File: src/rtl/secded_pkg.sv
// Package: shared widths, layout helpers and the decode classification.
// Assumes an interleaved Hamming layout with check bits at power-of-two
// positions (1-based) and one overall parity bit above the last position.
package secded_pkg;

    localparam int DATA_W = 8;
    localparam int CHK_W  = 4;
    localparam int POS_W  = DATA_W + CHK_W;
    localparam int CODE_W = POS_W + 1;
    localparam int SYN_W  = CHK_W;

    // Decoder verdict for one received word
    typedef enum logic [1:0] {
        K_CLEAN = 2'd0,
        K_FIX   = 2'd1,
        K_PAR   = 2'd2,
        K_BAD   = 2'd3
    } err_kind_t;

    // 1-based codeword position of data bit k (k-th non power-of-two slot)
    function automatic int data_pos(input int k);
        int cnt;
        int res;
        cnt = 0;
        res = 0;
        for (int p = 1; p <= POS_W; p++) begin
            if ((p & (p - 1)) != 0) begin
                if (cnt == k) res = p;
                cnt++;
            end
        end
        return res;
    endfunction

    // Positions (1..POS_W) covered by check group i
    function automatic logic [POS_W:1] cover_mask(input int i);
        logic [POS_W:1] m;
        for (int p = 1; p <= POS_W; p++) m[p] = ((p >> i) & 1) != 0;
        return m;
    endfunction

    // Raw data bits of a codeword, no correction applied
    function automatic logic [DATA_W-1:0] extract_data(input logic [CODE_W-1:0] c);
        logic [DATA_W-1:0] d;
        for (int k = 0; k < DATA_W; k++) d[k] = c[data_pos(k) - 1];
        return d;
    endfunction

endpackage

File: src/rtl/secded_enc.sv
// Encoder: scatters the data byte into the non power-of-two positions,
// fills each check position for even group parity, then appends the
// overall parity bit. Purely combinational.
module secded_enc
    import secded_pkg::*;
(
    input  logic [DATA_W-1:0] data_i,
    output logic [CODE_W-1:0] code_o
);

    logic [POS_W:1] dpos;    // data bits in place, zeros at check slots
    logic [POS_W:1] full;    // data plus check bits
    logic [CHK_W-1:0] chk;

    // Place each data bit at its codeword slot
    always_comb begin
        dpos = '0;
        for (int k = 0; k < DATA_W; k++) dpos[data_pos(k)] = data_i[k];
    end

    // One check bit per group; the check slot itself is zero in dpos
    for (genvar i = 0; i < CHK_W; i++) begin : g_chk
        assign chk[i] = ^(dpos & cover_mask(i));
    end

    // Insert the check bits into their power-of-two slots
    always_comb begin
        full = dpos;
        for (int i = 0; i < CHK_W; i++) full[1 << i] = chk[i];
    end

    // Assemble the output word with the overall parity on top
    assign code_o = {^full, full};

endmodule

File: src/rtl/secded_syn.sv
// Syndrome unit: recomputes every group parity over positions 1..POS_W
// of a received word and checks the parity of all CODE_W bits.
// Purely combinational.
module secded_syn
    import secded_pkg::*;
(
    input  logic [CODE_W-1:0] code_i,
    output logic [SYN_W-1:0]  syn_o,
    output logic              par_fail_o
);

    logic [POS_W:1] pos;

    // Re-index the low bits as 1-based positions
    assign pos = code_i[POS_W-1:0];

    for (genvar i = 0; i < SYN_W; i++) begin : g_syn
        assign syn_o[i] = ^(pos & cover_mask(i));
    end

    // Odd parity over the whole word means an odd number of flips
    assign par_fail_o = ^code_i;

endmodule

File: src/rtl/secded_fix.sv
// Corrector: classifies the received word from its syndrome and overall
// parity, flips the indicated position when a single error is certain,
// and extracts the data byte. Assumes the syndrome came from secded_syn.
module secded_fix
    import secded_pkg::*;
(
    input  logic [CODE_W-1:0] code_i,
    input  logic [SYN_W-1:0]  syn_i,
    input  logic              par_fail_i,
    output logic [DATA_W-1:0] data_o,
    output logic              single_o,
    output logic              double_o
);

    err_kind_t      kind;
    logic [POS_W:1] pos;
    logic [POS_W:1] flip;
    logic [POS_W:1] fixed;
    logic           syn_nz;
    logic           syn_in_range;

    assign pos          = code_i[POS_W-1:0];
    assign syn_nz       = |syn_i;
    assign syn_in_range = (int'(syn_i) <= POS_W);

    // Decide what kind of damage the word carries
    always_comb begin
        if (syn_nz && !syn_in_range)      kind = K_BAD;
        else if (syn_nz && par_fail_i)    kind = K_FIX;
        else if (syn_nz)                  kind = K_BAD;
        else if (par_fail_i)              kind = K_PAR;
        else                              kind = K_CLEAN;
    end

    // One-hot flip mask, active only for a correctable single error
    for (genvar p = 1; p <= POS_W; p++) begin : g_flip
        assign flip[p] = (kind == K_FIX) && (int'(syn_i) == p);
    end

    assign fixed = pos ^ flip;

    // Pull the data bits out of the (possibly repaired) positions
    for (genvar k = 0; k < DATA_W; k++) begin : g_data
        assign data_o[k] = fixed[data_pos(k)];
    end

    // Map the verdict onto the two flags
    always_comb begin
        single_o = (kind == K_FIX) || (kind == K_PAR);
        double_o = (kind == K_BAD);
    end

endmodule

File: src/rtl/secded_codec.sv
// Top: encoder path and decoder path side by side, each optionally
// followed by one register stage (OUT_REG). Synchronous active-low reset
// clears the registered outputs. Assumes one word per clock on each path.
module secded_codec
    import secded_pkg::*;
#(
    parameter bit OUT_REG = 1'b1
) (
    input  logic              clk,
    input  logic              rst_n,
    input  logic [7:0]        enc_data_i,
    output logic [12:0]       enc_code_o,
    input  logic [12:0]       dec_code_i,
    output logic [7:0]        dec_data_o,
    output logic              dec_single_o,
    output logic              dec_double_o
);

    logic [CODE_W-1:0] enc_code_c;
    logic [SYN_W-1:0]  syn_c;
    logic              par_fail_c;
    logic [DATA_W-1:0] dec_data_c;
    logic              single_c;
    logic              double_c;

    secded_enc u_enc (
        .data_i (enc_data_i),
        .code_o (enc_code_c)
    );

    secded_syn u_syn (
        .code_i     (dec_code_i),
        .syn_o      (syn_c),
        .par_fail_o (par_fail_c)
    );

    secded_fix u_fix (
        .code_i     (dec_code_i),
        .syn_i      (syn_c),
        .par_fail_i (par_fail_c),
        .data_o     (dec_data_c),
        .single_o   (single_c),
        .double_o   (double_c)
    );

    if (OUT_REG) begin : g_reg
        // Register both paths; reset clears every output
        always_ff @(posedge clk) begin
            if (!rst_n) begin
                enc_code_o   <= '0;
                dec_data_o   <= '0;
                dec_single_o <= 1'b0;
                dec_double_o <= 1'b0;
            end else begin
                enc_code_o   <= enc_code_c;
                dec_data_o   <= dec_data_c;
                dec_single_o <= single_c;
                dec_double_o <= double_c;
            end
        end

        // data lands in its slots one clock after it is presented
        p_enc_place_r1: assert property (@(posedge clk) disable iff (!rst_n)
            $past(rst_n) |-> (extract_data(enc_code_o) == $past(enc_data_i)));

        // an uncorrectable verdict leaves the received data bits alone
        p_bad_raw_r7: assert property (@(posedge clk) disable iff (!rst_n)
            ($past(rst_n) && dec_double_o) |->
                (dec_data_o == extract_data($past(dec_code_i))));

        // a single-error verdict changes at most one data bit
        p_fix_one_bit_r5: assert property (@(posedge clk) disable iff (!rst_n)
            ($past(rst_n) && dec_single_o) |->
                ($countones(dec_data_o ^ extract_data($past(dec_code_i))) <= 1));

        // the two flags exclude each other
        p_flags_excl_r10: assert property (@(posedge clk) disable iff (!rst_n)
            !(dec_single_o && dec_double_o));
    end else begin : g_comb
        // Pass the combinational results straight out
        always_comb begin
            enc_code_o   = enc_code_c;
            dec_data_o   = dec_data_c;
            dec_single_o = single_c;
            dec_double_o = double_c;
        end
    end

endmodule

File: config.mk
export PLATFORM = sky130hd
export DESIGN_NAME = secded_codec
export DESIGN_NICKNAME = d
export VERILOG_FILES = /design/src/rtl/secded_pkg.sv /design/src/rtl/secded_enc.sv /design/src/rtl/secded_syn.sv /design/src/rtl/secded_fix.sv /design/src/rtl/secded_codec.sv
export SDC_FILE = /design/constraint.sdc
export NUM_CORES = 1
export LEC_CHECK = 0
export BUFFER_PORTS_ARGS = -buffer_cell sky130_fd_sc_hd__buf_2
export CORE_MARGIN = 3
export CORE_UTILIZATION = 30
export CTS_CLUSTER_DIAMETER = 30
export DETAILED_ROUTE_END_ITERATION = 8
export GPL_TIMING_DRIVEN = 0
export MAX_ROUTING_LAYER = met4
export PLACE_DENSITY = 0.63
export SLEW_MARGIN = 30
export SYNTH_ARGS = -nofsm -noshare
export SYNTH_HDL_FRONTEND = slang
export SYNTH_HIERARCHICAL = 1
export SYNTH_SLANG_ARGS = --single-unit
File: constraint.sdc
create_clock -name clk -period 3.19 [get_ports clk]
set_clock_uncertainty 0.2 [all_clocks]
set_input_delay 0.4785 -clock clk [delete_from_list [all_inputs] [get_ports clk]]
set_output_delay 0.4785 -clock clk [all_outputs]
set_load 0.1 [all_outputs]
==> Word-level counts from Yosys, hierarchy flattened <==
Index checks and enable logic that the tools add are counted.
W data, S select, Z words.
{ "classes": {"n_reduce_logical": 27, "muxes": 4, "order_cmp": 1, "n_bitwise": 1, "n_eq_ne": 15} }
{ "ops": {"columns": ["operator", "count"], "rows": [
  ["$reduce_xor A12 Y1", 9],
  ["$eq A4 B4 Y1 const B", 8],
  ["$logic_and A1 B1 Y1", 14],
  ["$reduce_xor A13 Y1", 1],
  ["$eq A4 B3 Y1 const B", 3],
  ["$xor A12 B12 Y12", 1],
  ["$mux W2", 4],
  ["$eq A2 B2 Y1 const B", 2],
  ["$eq A4 B2 Y1 const B", 1],
  ["$le A4 B4 Y1 const B", 1],
  ["$reduce_or A4 Y1", 1],
  ["$eq A2 B1 Y1 const B", 1],
  ["$logic_not A1 Y1", 1],
  ["$logic_or A1 B1 Y1", 1]
]} }
{ "word_totals": {"word_cells": 52, "inputBits": 23, "out_inout_bits": 23, "regBits": 23} }

==> Logic depth before layout (Yosys ltp) <==
{ "logic_depth": {"ltp_word": 8, "ltp_mapped": 12, "ltp_nobuf": 12} }

==> Hierarchy <==
The synthesis kept the hierarchy.
{ "by_module_without_submodules": {"columns": ["module", "cells_per_inst", "seq_area_each_um2", "area_per_inst_um2", "n_inst"], "rows": [
  ["secded_codec", 48, 460.4, 648.1, 1],
  ["secded_syn", 18, 0.0, 226.5, 1],
  ["secded_enc", 21, 0.0, 225.2, 1],
  ["secded_fix", 32, 0.0, 217.7, 1]
]} }

==> Worst setup path before layout <==
Ideal clock, no wire load.
{ "synth_timing": {"path_type": "input to register", "startpoint": "input port dec_code_i[9]", "endpoint": "register dec_data_o[4]", "setup_slack_ns": 0.175, "setup_time_ns": 0.116, "t_required_ns": 2.874, "path_buffers": 0, "cell_stages": 10, "arrival_time_ns": 2.699, "cell_sequence": "xnor3_2 xor2_2 xnor3_1 ha_1 or2_2 ha_1 nand3b_1 nor2_1 xor2_1 and2_2"} }
{ "synth_via": {"elab_chain_cells": 8, "elab_cells_between_ends": 16, "classes_between": "order compare (1); eq/ne (2); mux (4); bitwise (1); reduce/logical (8)"} }
{ "synth_lines": {"columns": ["element", "line", "rtl"], "rows": [
  ["from (decl)", "secded_codec.sv:13", "input logic [12:0] dec_code_i,"],
  ["$reduce_xor A12 Y1 *", "secded_syn.sv:18", "assign syn_o[i] = ^(pos & cover_mask(i));"],
  ["net syn_c[3]", "secded_codec.sv:20", "logic [SYN_W-1:0] syn_c;"],
  ["$le A4 B4 Y1 / $reduce_or A4 Y1 (equally long branches)", "secded_fix.sv:24, secded_fix.sv:23", null],
  ["$logic_not A1 Y1, or another cell as far along", "secded_fix.sv:28", "if (syn_nz && !syn_in_range) kind = K_BAD;"],
  ["$logic_and A1 B1 Y1 / $mux W2 (equally long branches)", "secded_fix.sv:28, secded_fix.sv:29", null],
  ["$mux W2", "secded_fix.sv:28", null],
  ["$eq A2 B1 Y1", "secded_fix.sv:37", "assign flip[p] = (kind == K_FIX) && (int'(syn_i) == p);"],
  ["$logic_and A1 B1 Y1 *", "secded_fix.sv:37", null],
  ["$xor A12 B12 Y12 *", "secded_fix.sv:40", "assign fixed = pos ^ flip;"],
  ["net dec_data_c[4]", "secded_codec.sv:22", "logic [DATA_W-1:0] dec_data_c;"],
  ["to (signal assigned)", "secded_codec.sv:56", "dec_data_o <= dec_data_c;"],
  ["to (decl)", "secded_codec.sv:14", "output logic [7:0] dec_data_o,"]
]} }
Mark *: on every way through the listed nets, which the timed path passes. The rest lies on a longest branch.
A chain may end at the register's enable or synchronous reset.

==> Worst setup path in the final report <==
{ "layout_timing": {"startpoint": "input port dec_code_i[9]", "endpoint": "register dec_data_o[2]"} }
The elaborated chain is that of the path after synthesis.

==> flow_summary.json <==
{
  "dpl_cell_area_um2": 1610,
  "drc": 0,
  "ys_top_cells_by_count": "dfxtp_1 (23), xnor2_1 (20), and2_2 (17)",
  "die_w_um": 72.3,
  "synth_seq_area_share_pct": 34.9,
  "detail_route.wl_per_cell_um": 10.1,
  "design_area_um2": 1670,
  "grt_setup_unrepaired": "no",
  "core_area_um2": 4120,
  "ir_drop_mv": 0.178,
  "max_slew_margin_pct": 66.9,
  "grt_pass1_wl_um": 3730,
  "post_cts_buffers": 0,
  "io_buffers": 45,
  "h-tree-depth": 1,
  "antenna_found_initial": 0,
  "die_h_um": 72.3,
  "status": "completed",
  "initial_core_util_pct": 32.0,
  "leakagePower_uw": 0.000796,
  "cts-root-buf": "clkbuf_8",
  "clock.fmax_mhz": 329,
  "synth_edf_count": 0,
  "drt-total-wl_um": 2210,
  "min_period_ns": 3.03,
  "hold_buffers": 0,
  "fin_nets": 195,
  "syn_to_final_growth_pct": 26.4,
  "post-route-util_pct": 40.5,
  "worstMarginPinSlew_ns": 0.500,
  "clkTransAtPathRegs_ns": 0.08,
  "synth-seq-cells": 23,
  "ant_nets": 0,
  "rows": 23,
  "cts.sinks": 23,
  "synth.area.top_cells": "dfxtp_1 (35%), xnor2_1 (13%), and2_2 (9.7%)",
  "crit_fanout": 6,
  "dp_cells": 214,
  "clock_path_buffers": 2,
  "synthFlopType": "dfxtp_1",
  "synth.yosys.warnings": 6,
  "cts_tree": "done",
  "tns_ns": 0,
  "stdcell_count": 218,
  "p_per_area_nw_per_um2": 689,
  "cp_data_arrival_time_ns": 3.00,
  "place.gp.congestion": 0.736,
  "dr.pass1.iters": 4,
  "setup.worst_path.start_class": "input port",
  "detailed_place_hpwl_um": 1840,
  "setup_viol": 0,
  "syn_area_um2": 1320,
  "cts-buffers-inserted": 3,
  "crit_required_ns": 3.15,
  "hold_class": "input port to flop",
  "synth_top_area_cell": "dfxtp_1",
  "layout-drive-gt1-share_pct": 51.8,
  "fin_ws_ns": 0.155,
  "crit_type": "input port to flop",
  "synth_top_area_share_pct": 34.9,
  "synth_most_common_cell": "dfxtp_1",
  "min_period_over_period_pct": 95.1,
  "grt_pass1_vias": 857,
  "num_io_pins": 46,
  "drv_slew": 0,
  "via_count": 871,
  "grt_remaining_overflow": 0,
  "netlist_instances": 119,
  "drt_iter0_markers": 15,
  "cts_resized": 0,
  "avgSynthCellArea_um2": 11.1,
  "dieArea_um2": 5220,
  "synth_nets": 145,
  "yosysUniqueCellTypes": 23,
  "ys_async_sr_fraction_pct": 0,
  "place_ws_ns": -0.187,
  "cap_violations": 0,
  "routed_via_density": 4.00,
  "grt_max_degree": 14,
  "critPathCaptureType": "flop",
  "hold_violations": 0,
  "track_usage_pct": 9.31,
  "diodes": 0
}
cell usage in the layout, fill, tap and decap left out, drive strengths merged:
cell type  netlist  routed
or2              2       2
buf             10      55
and2            23      23
inv              2       2
nand2            2       2
nand2b           2       2
nor2             8       8
clkbuf           0       3
a31oi            1       1
xnor3            5       5
xor2            11      11
xnor2           23      23
clkinv           0       1
ha               3       3
nand3b           2       2
nand4            2       2
dfxtp           23      23
area by class of cell:
class / instances / area, µm²
flip-flops and latches: 23 / 460
clock inverters: 1 / 5.00
inverters: 2 / 7.51
well taps: 50 / 62.6
plain buffers: 10 / 82.6
multi-input cells: 84 / 781
fillers: 414 / 2450
clock buffers: 3 / 41.3
repair buffers: 45 / 225
power by group:
group          internal (µW)  leakage, µW  switching, µW
clock network           87.2    0.0000255           91.9
registers                326     0.000192           7.62
logic                    190     0.000579            444
through the flow:
| step | hold slack, ns | power [µW] |
|---|---|---|
| 6_report | 0.304 | 1150 |
| 3_3_place_gp | 0.585 | 970 |
| 4_1_cts | 0.301 | 1160 |
| 2_1_floorplan | 0.415 | 874 |
| 5_1_grt | 0.324 | 1210 |
| 3_5_place_dp | 0.586 | 972 |
critical path, stage by stage:
cell      delay (ns)
buf_2           0.12
xnor3_2         0.47
xor2_4          0.24
xnor3_1         0.38
ha_1            0.31
a31oi_2         0.19
ha_2            0.25
nand3b_1        0.13
nor2_1          0.17
xor2_1          0.08
and2_2          0.18
path summary, 6_finish.rpt:
kind	start	end	slack [ns]	depth (start not counted)
max	dec_code_i[9]	dec_data_o[2]	0.16	11
min	rst_n	dec_double_o	0.30	2
flip-flops by register name, summed over array words and instances, names as in the netlist:
| register | count |
|---|---|
| dec_data_o | 8 |
| dec_double_o | 1 |
| dec_single_o | 1 |
| enc_code_o | 13 |
routing by layer:
metal	up-vias	track usage [%]	wire (µm)
li1	459	-	-
met1	365	11.4	1010
met2	42	14.9	947
met3	5	1.52	211
met4	0	4.38	41
met5	-	-	0
cell families (layout without fill, tap and decap cells):
kind of cell	count (synthesis)	in the layout	share of synthesized area, %
flip-flops	23	23	34.9
buffers and inverters	12	61	6.84
AND/OR/NAND/NOR	41	41	19.4
adder cells (fa/ha/maj)	3	3	2.85
XOR/XNOR	39	39	35.0
AO/OA/AOI/OAI	1	1	0.950
(Power assumes the default switching activity.)
